===== config.mk =====
export PLATFORM = sky130hd
export DESIGN_NAME = busReqArbiter
export DESIGN_NICKNAME = d
export VERILOG_FILES = /design/src/rtl/busarb_pkg.sv /design/src/rtl/busArbPicker.sv /design/src/rtl/busArbControl.sv /design/src/rtl/busArbDatapath.sv /design/src/rtl/busReqArbiter.sv
export SDC_FILE = /design/constraint.sdc
export NUM_CORES = 1
export LEC_CHECK = 0
export ABC_CLOCK_PERIOD_IN_PS = 1650
export BUFFER_PORTS_ARGS = -buffer_cell sky130_fd_sc_hd__buf_2
export CAP_MARGIN = 15
export CORE_AREA = 5 5 42 44
export DETAILED_ROUTE_END_ITERATION = 7
export DIE_AREA = 0 0 47 49
export SYNTH_ARGS = -nofsm -noshare
export SYNTH_HDL_FRONTEND = slang
export SYNTH_HIERARCHICAL = 1
export SYNTH_SLANG_ARGS = --single-unit

===== constraint.sdc =====
create_clock -name clk -period 1.65 [get_ports clk]
set_input_delay 0.165 -clock clk [delete_from_list [all_inputs] [get_ports clk]]
set_output_delay 0.165 -clock clk [all_outputs]
set_load 0.01 [all_outputs]

===== src/rtl/busarb_pkg.sv =====
package busarb_pkg;

  // Strobes from the control module to the state datapath.
  typedef struct packed {
    logic grant;    // some port is acknowledged this cycle
    logic keep;     // the grant continues the current tenure
  } arbStrobes_t;

endpackage


===== src/rtl/busArbPicker.sv =====
module busArbPicker #(
  parameter int NUM_PORTS = 4,
  localparam int IDX_W = (NUM_PORTS > 1) ? $clog2(NUM_PORTS) : 1
) (
  input  logic [NUM_PORTS-1:0] reqIn,
  input  logic [IDX_W-1:0]     lastIdx,
  output logic                 found,
  output logic [IDX_W-1:0]     pickIdx
);

  // Rotating priority: scan from the farthest offset to the nearest one,
  // so that the nearest requester after lastIdx wins.
  always_comb begin
    found   = 1'b0;
    pickIdx = '0;
    for (int k = NUM_PORTS; k >= 1; k--) begin
      int cand;
      cand = int'(lastIdx) + k;
      if (cand >= NUM_PORTS) cand = cand - NUM_PORTS;
      if (reqIn[cand[IDX_W-1:0]]) begin
        found   = 1'b1;
        pickIdx = cand[IDX_W-1:0];
      end
    end
  end

  // whatever is picked must actually be requesting.
  always_comb begin
    if (found) begin
      p_pick_requests_r7: assert (reqIn[pickIdx]);
    end
  end

endmodule


===== src/rtl/busArbControl.sv =====
module busArbControl
  import busarb_pkg::*;
#(
  parameter int NUM_PORTS = 4,
  localparam int IDX_W = (NUM_PORTS > 1) ? $clog2(NUM_PORTS) : 1
) (
  input  logic                 clk,
  input  logic                 rst,
  input  logic [NUM_PORTS-1:0] reqIn,
  input  logic                 waitIn,
  input  logic                 ownerValid,
  input  logic [IDX_W-1:0]     ownerIdx,
  input  logic                 found,
  input  logic [IDX_W-1:0]     pickIdx,
  output arbStrobes_t          strobes,
  output logic [IDX_W-1:0]     grantIdx
);

  logic holdBus;

  // The owner keeps the bus while it still requests or is being stretched.
  assign holdBus = ownerValid && (reqIn[ownerIdx] || waitIn);

  always_comb begin
    strobes.keep  = holdBus && !rst;
    strobes.grant = !rst && (holdBus || found);
    grantIdx      = holdBus ? ownerIdx : pickIdx;
  end

  // an idle bus with a pending request is granted in the same cycle.
  p_idle_grant_r3: assert property (@(posedge clk) disable iff (rst)
    (!ownerValid && (|reqIn)) |-> strobes.grant);

  // nothing is granted while reset is applied.
  always_comb begin
    if (rst) begin
      p_reset_quiet_r2: assert (!strobes.grant);
    end
  end

endmodule


===== src/rtl/busArbDatapath.sv =====
module busArbDatapath
  import busarb_pkg::*;
#(
  parameter int NUM_PORTS = 4,
  localparam int IDX_W = (NUM_PORTS > 1) ? $clog2(NUM_PORTS) : 1,
  localparam logic [IDX_W-1:0] LAST_PORT = IDX_W'(NUM_PORTS - 1)
) (
  input  logic                 clk,
  input  logic                 rst,
  input  arbStrobes_t          strobes,
  input  logic [IDX_W-1:0]     grantIdx,
  output logic                 ownerValid,
  output logic [IDX_W-1:0]     ownerIdx,
  output logic [IDX_W-1:0]     lastIdx,
  output logic [NUM_PORTS-1:0] ackOut
);

  always_ff @(posedge clk) begin
    if (rst) begin
      ownerValid <= 1'b0;
      ownerIdx   <= '0;
      lastIdx    <= LAST_PORT;   // search starts at port 0 after reset
    end else if (strobes.grant) begin
      ownerValid <= 1'b1;
      ownerIdx   <= grantIdx;
      if (!strobes.keep) lastIdx <= grantIdx;
    end else begin
      ownerValid <= 1'b0;
    end
  end

  // Combinational one-hot decode of the grant.
  for (genvar i = 0; i < NUM_PORTS; i++) begin : g_ackDecode
    assign ackOut[i] = strobes.grant && (grantIdx == IDX_W'(i));
  end

  // the decode never raises two acknowledges.
  p_ack_onehot_r1: assert property (@(posedge clk) disable iff (rst)
    $onehot0(ackOut));

  // the priority pointer only moves onto a port that was granted.
  p_last_follows_grant_r7: assert property (@(posedge clk) disable iff (rst)
    (strobes.grant && !strobes.keep) |=> (lastIdx == $past(grantIdx)));

endmodule


===== src/rtl/busReqArbiter.sv =====
module busReqArbiter
  import busarb_pkg::*;
#(
  parameter int NUM_PORTS = 4
) (
  input  logic                 clk,
  input  logic                 rst,
  input  logic [NUM_PORTS-1:0] reqIn,
  input  logic                 waitIn,
  output logic [NUM_PORTS-1:0] ackOut
);

  localparam int IDX_W = (NUM_PORTS > 1) ? $clog2(NUM_PORTS) : 1;

  arbStrobes_t      strobes;
  logic             ownerValid;
  logic [IDX_W-1:0] ownerIdx;
  logic [IDX_W-1:0] lastIdx;
  logic             found;
  logic [IDX_W-1:0] pickIdx;
  logic [IDX_W-1:0] grantIdx;

  busArbPicker #(.NUM_PORTS(NUM_PORTS)) uPicker (
    .reqIn   (reqIn),
    .lastIdx (lastIdx),
    .found   (found),
    .pickIdx (pickIdx)
  );

  busArbControl #(.NUM_PORTS(NUM_PORTS)) uCtrl (
    .clk        (clk),
    .rst        (rst),
    .reqIn      (reqIn),
    .waitIn     (waitIn),
    .ownerValid (ownerValid),
    .ownerIdx   (ownerIdx),
    .found      (found),
    .pickIdx    (pickIdx),
    .strobes    (strobes),
    .grantIdx   (grantIdx)
  );

  busArbDatapath #(.NUM_PORTS(NUM_PORTS)) uPath (
    .clk        (clk),
    .rst        (rst),
    .strobes    (strobes),
    .grantIdx   (grantIdx),
    .ownerValid (ownerValid),
    .ownerIdx   (ownerIdx),
    .lastIdx    (lastIdx),
    .ackOut     (ackOut)
  );

  // Port-level timing rules, one set per peripheral.
  for (genvar i = 0; i < NUM_PORTS; i++) begin : g_portRules
    // a granted port that keeps requesting keeps the bus.
    p_keep_on_req_r4: assert property (@(posedge clk) disable iff (rst)
      ackOut[i] |=> (!reqIn[i] || ackOut[i]));
    // a granted port keeps the bus while the wait-state input is high.
    p_keep_on_wait_r5: assert property (@(posedge clk) disable iff (rst)
      ackOut[i] |=> (!waitIn || ackOut[i]));
    // with request and wait both low, the owner's acknowledge drops.
    p_release_r6: assert property (@(posedge clk) disable iff (rst)
      (!reqIn[i] && !waitIn) |-> !ackOut[i]);
    // an acknowledge needs a live request or a continuing wait-state tenure.
    p_no_spurious_r8: assert property (@(posedge clk) disable iff (rst)
      ackOut[i] |-> (reqIn[i] || (waitIn && $past(ackOut[i]))));
  end

endmodule


### Word level (Yosys, flattened, before mapping)

Cells that the tools add are included.

| operators by class | value |
|---|---|
| add/subtract/negate cells | 8 |
| $mul | 0 |
| div/mod/pow operators | 0 |
| order comparisons | 9 |
| equal/unequal tests | 3 |
| shift operators | 0 |
| muxes and demuxes | 24 |
| bitwise logic cells | 1 |
| reductions and logical operators | 12 |

Operator list:

| kind | number |
|---|---|
| $mux 2 | 9 |
| $lt 2x3->1 const B | 5 |
| $bmux 1 s2 | 5 |
| $mux 1 | 10 |
| $ge 3x3->1 const B | 3 |
| $sub 2x1->2 const B | 4 |
| $logic_and 1x1->1 | 7 |
| $add 2x2->3 const B | 2 |
| $add 2x3->4 const B | 1 |
| $eq 2x2->1 const B | 2 |
| $ge 4x3->1 const B | 1 |
| $add 2x1->3 const B | 1 |
| $eq 2x1->1 const B | 1 |
| $logic_not 2->1 | 1 |
| $logic_or 1x1->1 | 2 |
| $reduce_and 2->1 | 1 |
| $logic_not 1->1 | 1 |
| $not 1->1 | 1 |

| word-level totals | value |
|---|---|
| flip-flop bits (word level) | 5 |
| bits in latches | 0 |
| RAM bits | 0 |
| memory bits (read-only) | 0 |
| bits of input ports | 7 |
| logic and storage cells | 60 |
| memories kept | 0 |

### Depth between registers and ports, before layout

Gate-level depths: netlist of run 1.

| depth | value |
|---|---|
| word-level depth | 12 |
| mapped depth | 7 |
| depth with buffers taken out | 7 |

### Cells and area by module

Netlist of run 1, hierarchy kept.

By module, submodules not included:

| module | instances | cells an instance | area an instance (sq um) | sequential area each (sq um) |
|---|---|---|---|---|
| busArbDatapath | 1 | 22 | 212.7 | 100.1 |
| busArbControl | 1 | 14 | 126.4 | 0.0 |
| busArbPicker | 1 | 14 | 91.3 | 0.0 |

### Worst setup path before layout of run 1

Ideal clock, no wire load.

| timing path | value |
|---|---|
| path type | register to output |
| start point | register uPath.ownerIdx[0] |
| end point | output ackOut[0] |
| arrival | 1573 ps |
| required time | 1485 ps |
| slack | -88 ps |
| stages on the path, launching flop included | 5 |
| cells stage by stage | dfxtp_1 > mux2_4 > o221ai_4 > mux2_4 > nor3b_1 |

| on the way | value |
|---|---|
| longest elaborated chain between the ends | 7 |
| elaborated cells between the ends (all ways) | 9 |

RTL lines:

| what | line | RTL |
|---|---|---|
| start, declared | busArbDatapath.sv:13 | `output logic [IDX_W-1:0] ownerIdx,` |
| start signal, assigned | busArbDatapath.sv:25 | `ownerIdx <= grantIdx;` |
| $bmux 1 s2 | busArbControl.sv:22 | `assign holdBus = ownerValid && (reqIn[ownerIdx] \|\| waitIn);` |
| $mux 1 (not written as such) | busArbControl.sv:22 |  |
| $logic_or 1x1->1 | busArbControl.sv:22 |  |
| $logic_and 1x1->1 | busArbControl.sv:22 |  |
| $mux 2 * | busArbControl.sv:27 | `grantIdx = holdBus ? ownerIdx : pickIdx;` |
| named net grantIdx[0] | busReqArbiter.sv:21 | `logic [IDX_W-1:0] grantIdx;` |
| $logic_not 2->1 * | busArbDatapath.sv:34 | `assign ackOut[i] = strobes.grant && (grantIdx == IDX_W'(i));` |
| $logic_and 1x1->1 * | busArbDatapath.sv:34 |  |
| end, declared | busReqArbiter.sv:10 | `output logic [NUM_PORTS-1:0] ackOut` |

The timed path passes the listed nets; every way through them passes the cells marked *. The select of a mux whose other input is x is not followed.

### Final worst setup path of run 1

| timing path | value |
|---|---|
| start point | register uPath.ownerIdx[0] |
| end point | output ackOut[2] |

| on the way | value |
|---|---|
| longest elaborated chain between the ends | 7 |
| elaborated cells between the ends (all ways) | 9 |

RTL lines:

| what | line |
|---|---|
| $bmux 1 s2 | busArbControl.sv:22 |
| $mux 1 (not written as such) | busArbControl.sv:22 |
| $logic_or 1x1->1 | busArbControl.sv:22 |
| $logic_and 1x1->1 | busArbControl.sv:22 |
| $mux 2 * | busArbControl.sv:27 |
| named net grantIdx[0] | busReqArbiter.sv:21 |
| $eq 2x2->1 * | busArbDatapath.sv:34 |
| $logic_and 1x1->1 * | busArbDatapath.sv:34 |

Marks and branches as above.

==> results of run 1 <==
-- timing repair --
action                                  in CTS  in global routing
pin swaps                                    0                  2
hold endpoints to repair                     0                  0
setup buffers                                1                  2
resized for setup                            4                  1
endpoints found under the setup margin       7                  6
-- power by group --
group | internal (mW) | switching (mW) | total, mW
Combinational | 0.0956 | 0.0788 | 0.174
Clock | 0.0913 | 0.0476 | 0.139
Sequential | 0.134 | 0.0158 | 0.150
-- registers in the layout (all words and copies together), names as in the netlist --
name,flops
uPath/ownerValid,1
uPath/ownerIdx,2
uPath/lastIdx,2
-- layout make-up --
| type | count | share of cell area [%] |
|---|---|---|
| Multi-Input combinational cell | 42 | 53.9 |
| Timing Repair Buffer | 19 | 20.8 |
| Sequential cell | 5 | 16.2 |
| Clock buffer | 4 | 4.19 |
| Tap cell | 16 | 3.19 |
| Inverter | 3 | 1.80 |
-- worst register-to-register path: cells and delay by family, from the launching register on --
| family | cells | cell delay, ns |
|---|---|---|
| compound gates | 2 | 0.26 |
| buf+inv | 3 | 0.42 |
| flops | 1 | 0.35 |
| mux | 2 | 0.45 |
| simple gates | 1 | 0.05 |
-- synthesized netlist by cell type (all sizes together) --
master	n	share of area (%)
and3b	1	2.3
nand2b	5	7.3
a21oi	5	6.7
inv	3	2.6
o21a	1	1.7
or2	1	1.5
mux2	3	10
o211ai	2	3.5
a31oi	1	1.5
nor2	9	7.8
and3	1	1.7
nor3b	1	1.7
nand2	3	2.6
dfxtp	5	23
nor2b	2	4.7
and2b	1	1.7
mux2i	4	9.3
o221ai	2	9.6
-- logic make-up (layout without fill, tap and decap cells) --
group / count (synthesis) / count (layout)
buffers and inverters: 3 / 26
multiplexers: 7 / 7
flip-flops: 5 / 5
AND/OR/NAND/NOR: 24 / 24
AO/OA/AOI/OAI: 11 / 11
-- worst max-delay path by stage --
stage                           start         to  slack [ns]  depth (start not counted)
finish              uPath/ownerIdx[0]  ackOut[2]       -0.31                          5
global route        uPath/ownerIdx[0]  ackOut[2]       -0.38                          5
CTS                 uPath/ownerIdx[0]  ackOut[2]       -0.32                          5
detailed placement  uPath/ownerIdx[0]  ackOut[2]       -0.08                          5
global placement    uPath/ownerIdx[0]  ackOut[2]       -0.06                          5
floorplan           uPath/ownerIdx[0]  ackOut[2]        0.04                          4
-- through the flow --
step | worst slack [ns] | setup TNS (ns) | hold WS, ns
after CTS | -0.323 | -1.14 | 0.217
after global routing | -0.378 | -1.46 | 0.239
final | -0.311 | -1.08 | 0.230
after detailed placement | -0.0822 | -0.382 | 0.441
after global placement | -0.0647 | -0.117 | 0.445
after floorplan | 0.0356 | 0 | 0.227
-- metal layers --
layer	track usage [%]	vias to the layer above	routed length, um
li1	-	223	-
met2	14.5	10	501
met5	0	-	0
met3	1.48	2	74
met4	8.29	0	18
met1	13.6	195	435
-- cells in the final DEF, fill, tap and decap left out, drive strengths merged, types with 3 or more instances in the layout --
cell / n
clkbuf: 4
nand2b: 5
mux2i: 4
nor2: 9
nand2: 3
mux2: 3
a21oi: 5
buf: 19
inv: 3
dfxtp: 5
==> results.sh, run 1 <==
export IMPL_cp_slowest_cell="dfxtp_2"
export IMPL_vias_per_cell=4.83
export IMPL_overflow=0
export IMPL_relSlewSlack_pct=85.7
export IMPL_hold_path_class="input port to flip-flop"
export IMPL_synth_compound_area_share_pct=23.0
export IMPL_antenna_cells=0
export IMPL_core_um2=1400
export IMPL_arrival_ns=1.80
export IMPL_worst_setup_path_start_kind="flip-flop"
export IMPL_syn_nets=57
export IMPL_antenna_found_initial=0
export IMPL_min_delay_start="rst"
export IMPL_cp_common_cell="mux2_4"
export IMPL_synth_area_um2=430
export IMPL_placed_cells=82
export IMPL_max_freq_ghz=0.510
export IMPL_rsz0062_at_grt="true"
export IMPL_end_kind="output pin"
export IMPL_worstPathRequired_ns=1.48
export IMPL_clock_sinks=5
export IMPL_rows=14
export IMPL_design_area_um2=627
export IMPL_cts_buffers=3
export IMPL_vias=430
export IMPL_nets=81
export IMPL_start_util_pct=30.7
export IMPL_yosys_area_share_adder_pct=0
export IMPL_clockRootBuffer="clkbuf_4"
export IMPL_min_path_cells=2
export IMPL_syn_to_final_growth_pct=45.6
export IMPL_power_density_nw_per_um2=738
export IMPL_setup_viol=5
export IMPL_path_max_fanout=5
export IMPL_grt_pass1_vias=403
export IMPL_synth_top_family_by_area="simple AND/OR/NAND/NOR gates"
export IMPL_synthDistinctLibCells=21
export IMPL_hold_violations=0
export IMPL_dr_pass1_iters=2
export IMPL_nFillCells=158
export IMPL_dieArea_um2=2300
export IMPL_ir_worst_vdd_v=0.000345
export IMPL_clk_path_buf_depth=2
export IMPL_dp_hpwl_um=782
export IMPL_synth_area_mux_share_pct=19.8
export IMPL_clk_latency_ns=0.24
export IMPL_final_core_util_pct=44.7
export IMPL_fp_dieH_um=49
export IMPL_grtUsageTotal_pct=10.4
export IMPL_hold_buffers=0
export IMPL_worstPathCellList="mux2_4 > o221ai_4 > mux2_4 > and3b_2 > buf_6"
export IMPL_synthCells=50
export IMPL_grt_pass1_wl_um=1770
export IMPL_port_buffers=10
export IMPL_synth_seq_area_share_pct=23.3
export IMPL_rr_worst_depth=8
export IMPL_max_cap_violations=0
export IMPL_synthXorXnorAreaFrac_pct=0
export IMPL_skew_ns=0.00156
export IMPL_wl_per_cell_um=11.6
export IMPL_setup_slack_ns=-0.311
export IMPL_crit_buf_inv=1
export IMPL_r2r_end="uPath/ownerIdx[1]"
export IMPL_holdPathEnd="uPath/ownerIdx[0]"
export IMPL_fin_crit_ns=1.96
export IMPL_crit_path_max_incr_delay_ns=0.35
export IMPL_ant_nets=0
export IMPL_dpl_cell_area_um2=552
export IMPL_r2r_setup_slack_ns=0
export IMPL_seqCellArea_um2=101
export IMPL_path_clk_slew_ns=0.04
export IMPL_syn_avg_cell_area_um2=8.61
export IMPL_synth_simple_gate_area_share_pct=31.4
export IMPL_io_pins=11
export IMPL_post_route_period_util_pct=119
export IMPL_tritoncts="built"
export IMPL_drc=0
export IMPL_cp_top_family="multiplexers"
export IMPL_first_iter_violations=1
export IMPL_r2r_start="uPath/ownerIdx[0]"
export IMPL_grt_max_degree=10
export IMPL_instances_no_fill=89
export IMPL_status="finished with violations"
export IMPL_crit_type="flip-flop to output pin"
export IMPL_htreeDepth=1
export IMPL_fp_dieW_um=47
export IMPL_drive_gt1_share_pct=47.9
export IMPL_gp_congestion=0.685
export IMPL_finalPower_mw=0.463
export IMPL_tightest_slew_ns=0.214
export IMPL_route_final_wire_length_um=1030
export IMPL_synth_warnings=6
export IMPL_violations="negative setup slack"
export IMPL_leakagePower_nw=0.300
export IMPL_ys_seq_elements=5
export IMPL_multi_input_area_um2=338
export IMPL_finalMaxSlewViolations=0
(Power assumes the default switching activity.)
==> run 2: changes to the inputs <==
SKIP_LAST_GASP = 1   (was not set)
==> results.sh, run 2 (synthesized netlist as in run 1, its figures left out) <==
export IMPL_grt_pass1_vias=400
export IMPL_status="finished with violations"
export IMPL_gp_congestion=0.685
export IMPL_cts_buffers=3
export IMPL_finalPower_mw=0.459
export IMPL_final_core_util_pct=44.3
export IMPL_antenna_cells=0
export IMPL_start_util_pct=30.7
export IMPL_fp_dieH_um=49
export IMPL_layout_common_cells="buf_2 (9), buf_4 (9), nor2_1 (9), nand2b_1 (5)"
export IMPL_htreeDepth=1
export IMPL_grt_pass1_wl_um=1750
export IMPL_max_cap_violations=0
export IMPL_vias=431
export IMPL_setup_slack_ns=-0.319
export IMPL_drc=0
export IMPL_grt_max_degree=10
export IMPL_path_max_fanout=5
export IMPL_crit_type="flip-flop to output pin"
export IMPL_clockRootBuffer="clkbuf_4"
export IMPL_worstPathCellList="mux2_4 > o221ai_4 > mux2_4 > and3b_2 > buf_2"
export IMPL_port_buffers=10
export IMPL_wl_per_cell_um=11.5
export IMPL_core_um2=1400
export IMPL_skew_ns=0.00157
export IMPL_clock_sinks=5
export IMPL_post_route_period_util_pct=119
export IMPL_end_kind="output pin"
export IMPL_finalMaxSlewViolations=0
export IMPL_rsz0062_at_grt="true"
export IMPL_multi_input_area_um2=338
export IMPL_fp_dieW_um=47
export IMPL_first_iter_violations=1
export IMPL_fin_crit_ns=1.97
export IMPL_rr_worst_depth=8
export IMPL_cp_common_cell="mux2_4"
export IMPL_min_delay_start="rst"
export IMPL_tritoncts="built"
export IMPL_ir_worst_vdd_v=0.000344
export IMPL_post_place_ws_ns=-0.0822
export IMPL_crit_path_max_incr_delay_ns=0.35
export IMPL_rows=14
export IMPL_hold_path_class="input port to flip-flop"
export IMPL_r2r_setup_slack_ns=0
export IMPL_overflow=0
export IMPL_antenna_found_initial=0
export IMPL_worst_setup_path_start_kind="flip-flop"
export IMPL_dieArea_um2=2300
export IMPL_min_path_cells=2
export IMPL_syn_to_final_growth_pct=44.2
export IMPL_tightest_slew_ns=0.214
export IMPL_path_clk_slew_ns=0.04
export IMPL_cp_slowest_cell="dfxtp_2"
export IMPL_hold_violations=0
export IMPL_dp_hpwl_um=782
export IMPL_grtUsageTotal_pct=10.3
export IMPL_relSlewSlack_pct=85.7
export IMPL_route_final_wire_length_um=1030
export IMPL_io_pins=11
export IMPL_nFillCells=158
export IMPL_ant_nets=0
export IMPL_setup_viol=5
export IMPL_leakagePower_nw=0.299
export IMPL_worstPathRequired_ns=1.48
export IMPL_dr_pass1_iters=2
export IMPL_arrival_ns=1.80
export IMPL_clk_path_buf_depth=2
export IMPL_reg_largest_list="uPath/lastIdx (2), uPath/ownerIdx (2), uPath/ownerValid (1)"
export IMPL_violations="negative setup slack"
export IMPL_drive_gt1_share_pct=47.9
export IMPL_clk_latency_ns=0.24
export IMPL_seqCellArea_um2=101
export IMPL_nets=81
export IMPL_vias_per_cell=4.84
export IMPL_r2r_end="uPath/ownerIdx[1]"
export IMPL_r2r_start="uPath/ownerIdx[0]"
export IMPL_holdPathEnd="uPath/ownerIdx[0]"
export IMPL_max_freq_ghz=0.508
export IMPL_power_density_nw_per_um2=740
==> run 2: cell counts in the layout (fill, tap and decap cells not counted) <==
No cell type changed its count.
==> run 2: area by class of cell <==
type | instances | share of cell area (%)
multi-input combinational | 42 | 54.4
timing repair buffer | 19 | 20.0
sequential | 5 | 16.3
clock buffer | 4 | 4.23
tap | 16 | 3.23
inverter | 3 | 1.81
==> run 2: per-stage QoR <==
step                      std cells  cell area [um2]  hold WS, ns  TNS, ns
after floorplan                  50              437        0.227        0
after global placement           82              552        0.445   -0.117
after detailed placement         82              552        0.441   -0.382
after CTS                        87              603        0.217    -1.15
after global routing             89              621        0.239    -1.47
final                            89              621        0.230    -1.09
==> run 2: metal layers <==
metal	part of all wire [%]	GRT usage, %
met4	1.8	8.29
met5	0	0
met3	7.7	1.48
met2	49	14.5
met1	42	13.3
==> run 2: worst max path at each step <==
stage | start | endpoint | slack, ns | cells past startpoint
after global placement | uPath/ownerIdx[0] | ackOut[2] | -0.06 | 5
after global routing | uPath/ownerIdx[0] | ackOut[2] | -0.39 | 5
after floorplan | uPath/ownerIdx[0] | ackOut[2] | 0.04 | 4
after CTS | uPath/ownerIdx[0] | ackOut[2] | -0.33 | 5
after detailed placement | uPath/ownerIdx[0] | ackOut[2] | -0.08 | 5
final | uPath/ownerIdx[0] | ackOut[2] | -0.32 | 5
==> run 2: what timing repair did <==
action	in CTS	in global routing
gates resized for setup	3	1
endpoints found under the setup margin	7	6
buffers inserted	1	2
pin swaps	0	2
hold buffers	0	0
==> run 2: worst max-delay path, delay by kind of cell, from the launching register on <==
family          cells  cell delay [ns]
compound gates      1             0.19
buf+inv             1             0.12
flops               1             0.35
mux                 2             0.67
simple gates        1             0.23
==> run 2: report_power, final <==
part	switching [mW]	leakage (nW)	internal, mW
sequential	0.0158	0.0418	0.134
clock	0.0476	0.0150	0.0913
combinational	0.0781	0.243	0.0929
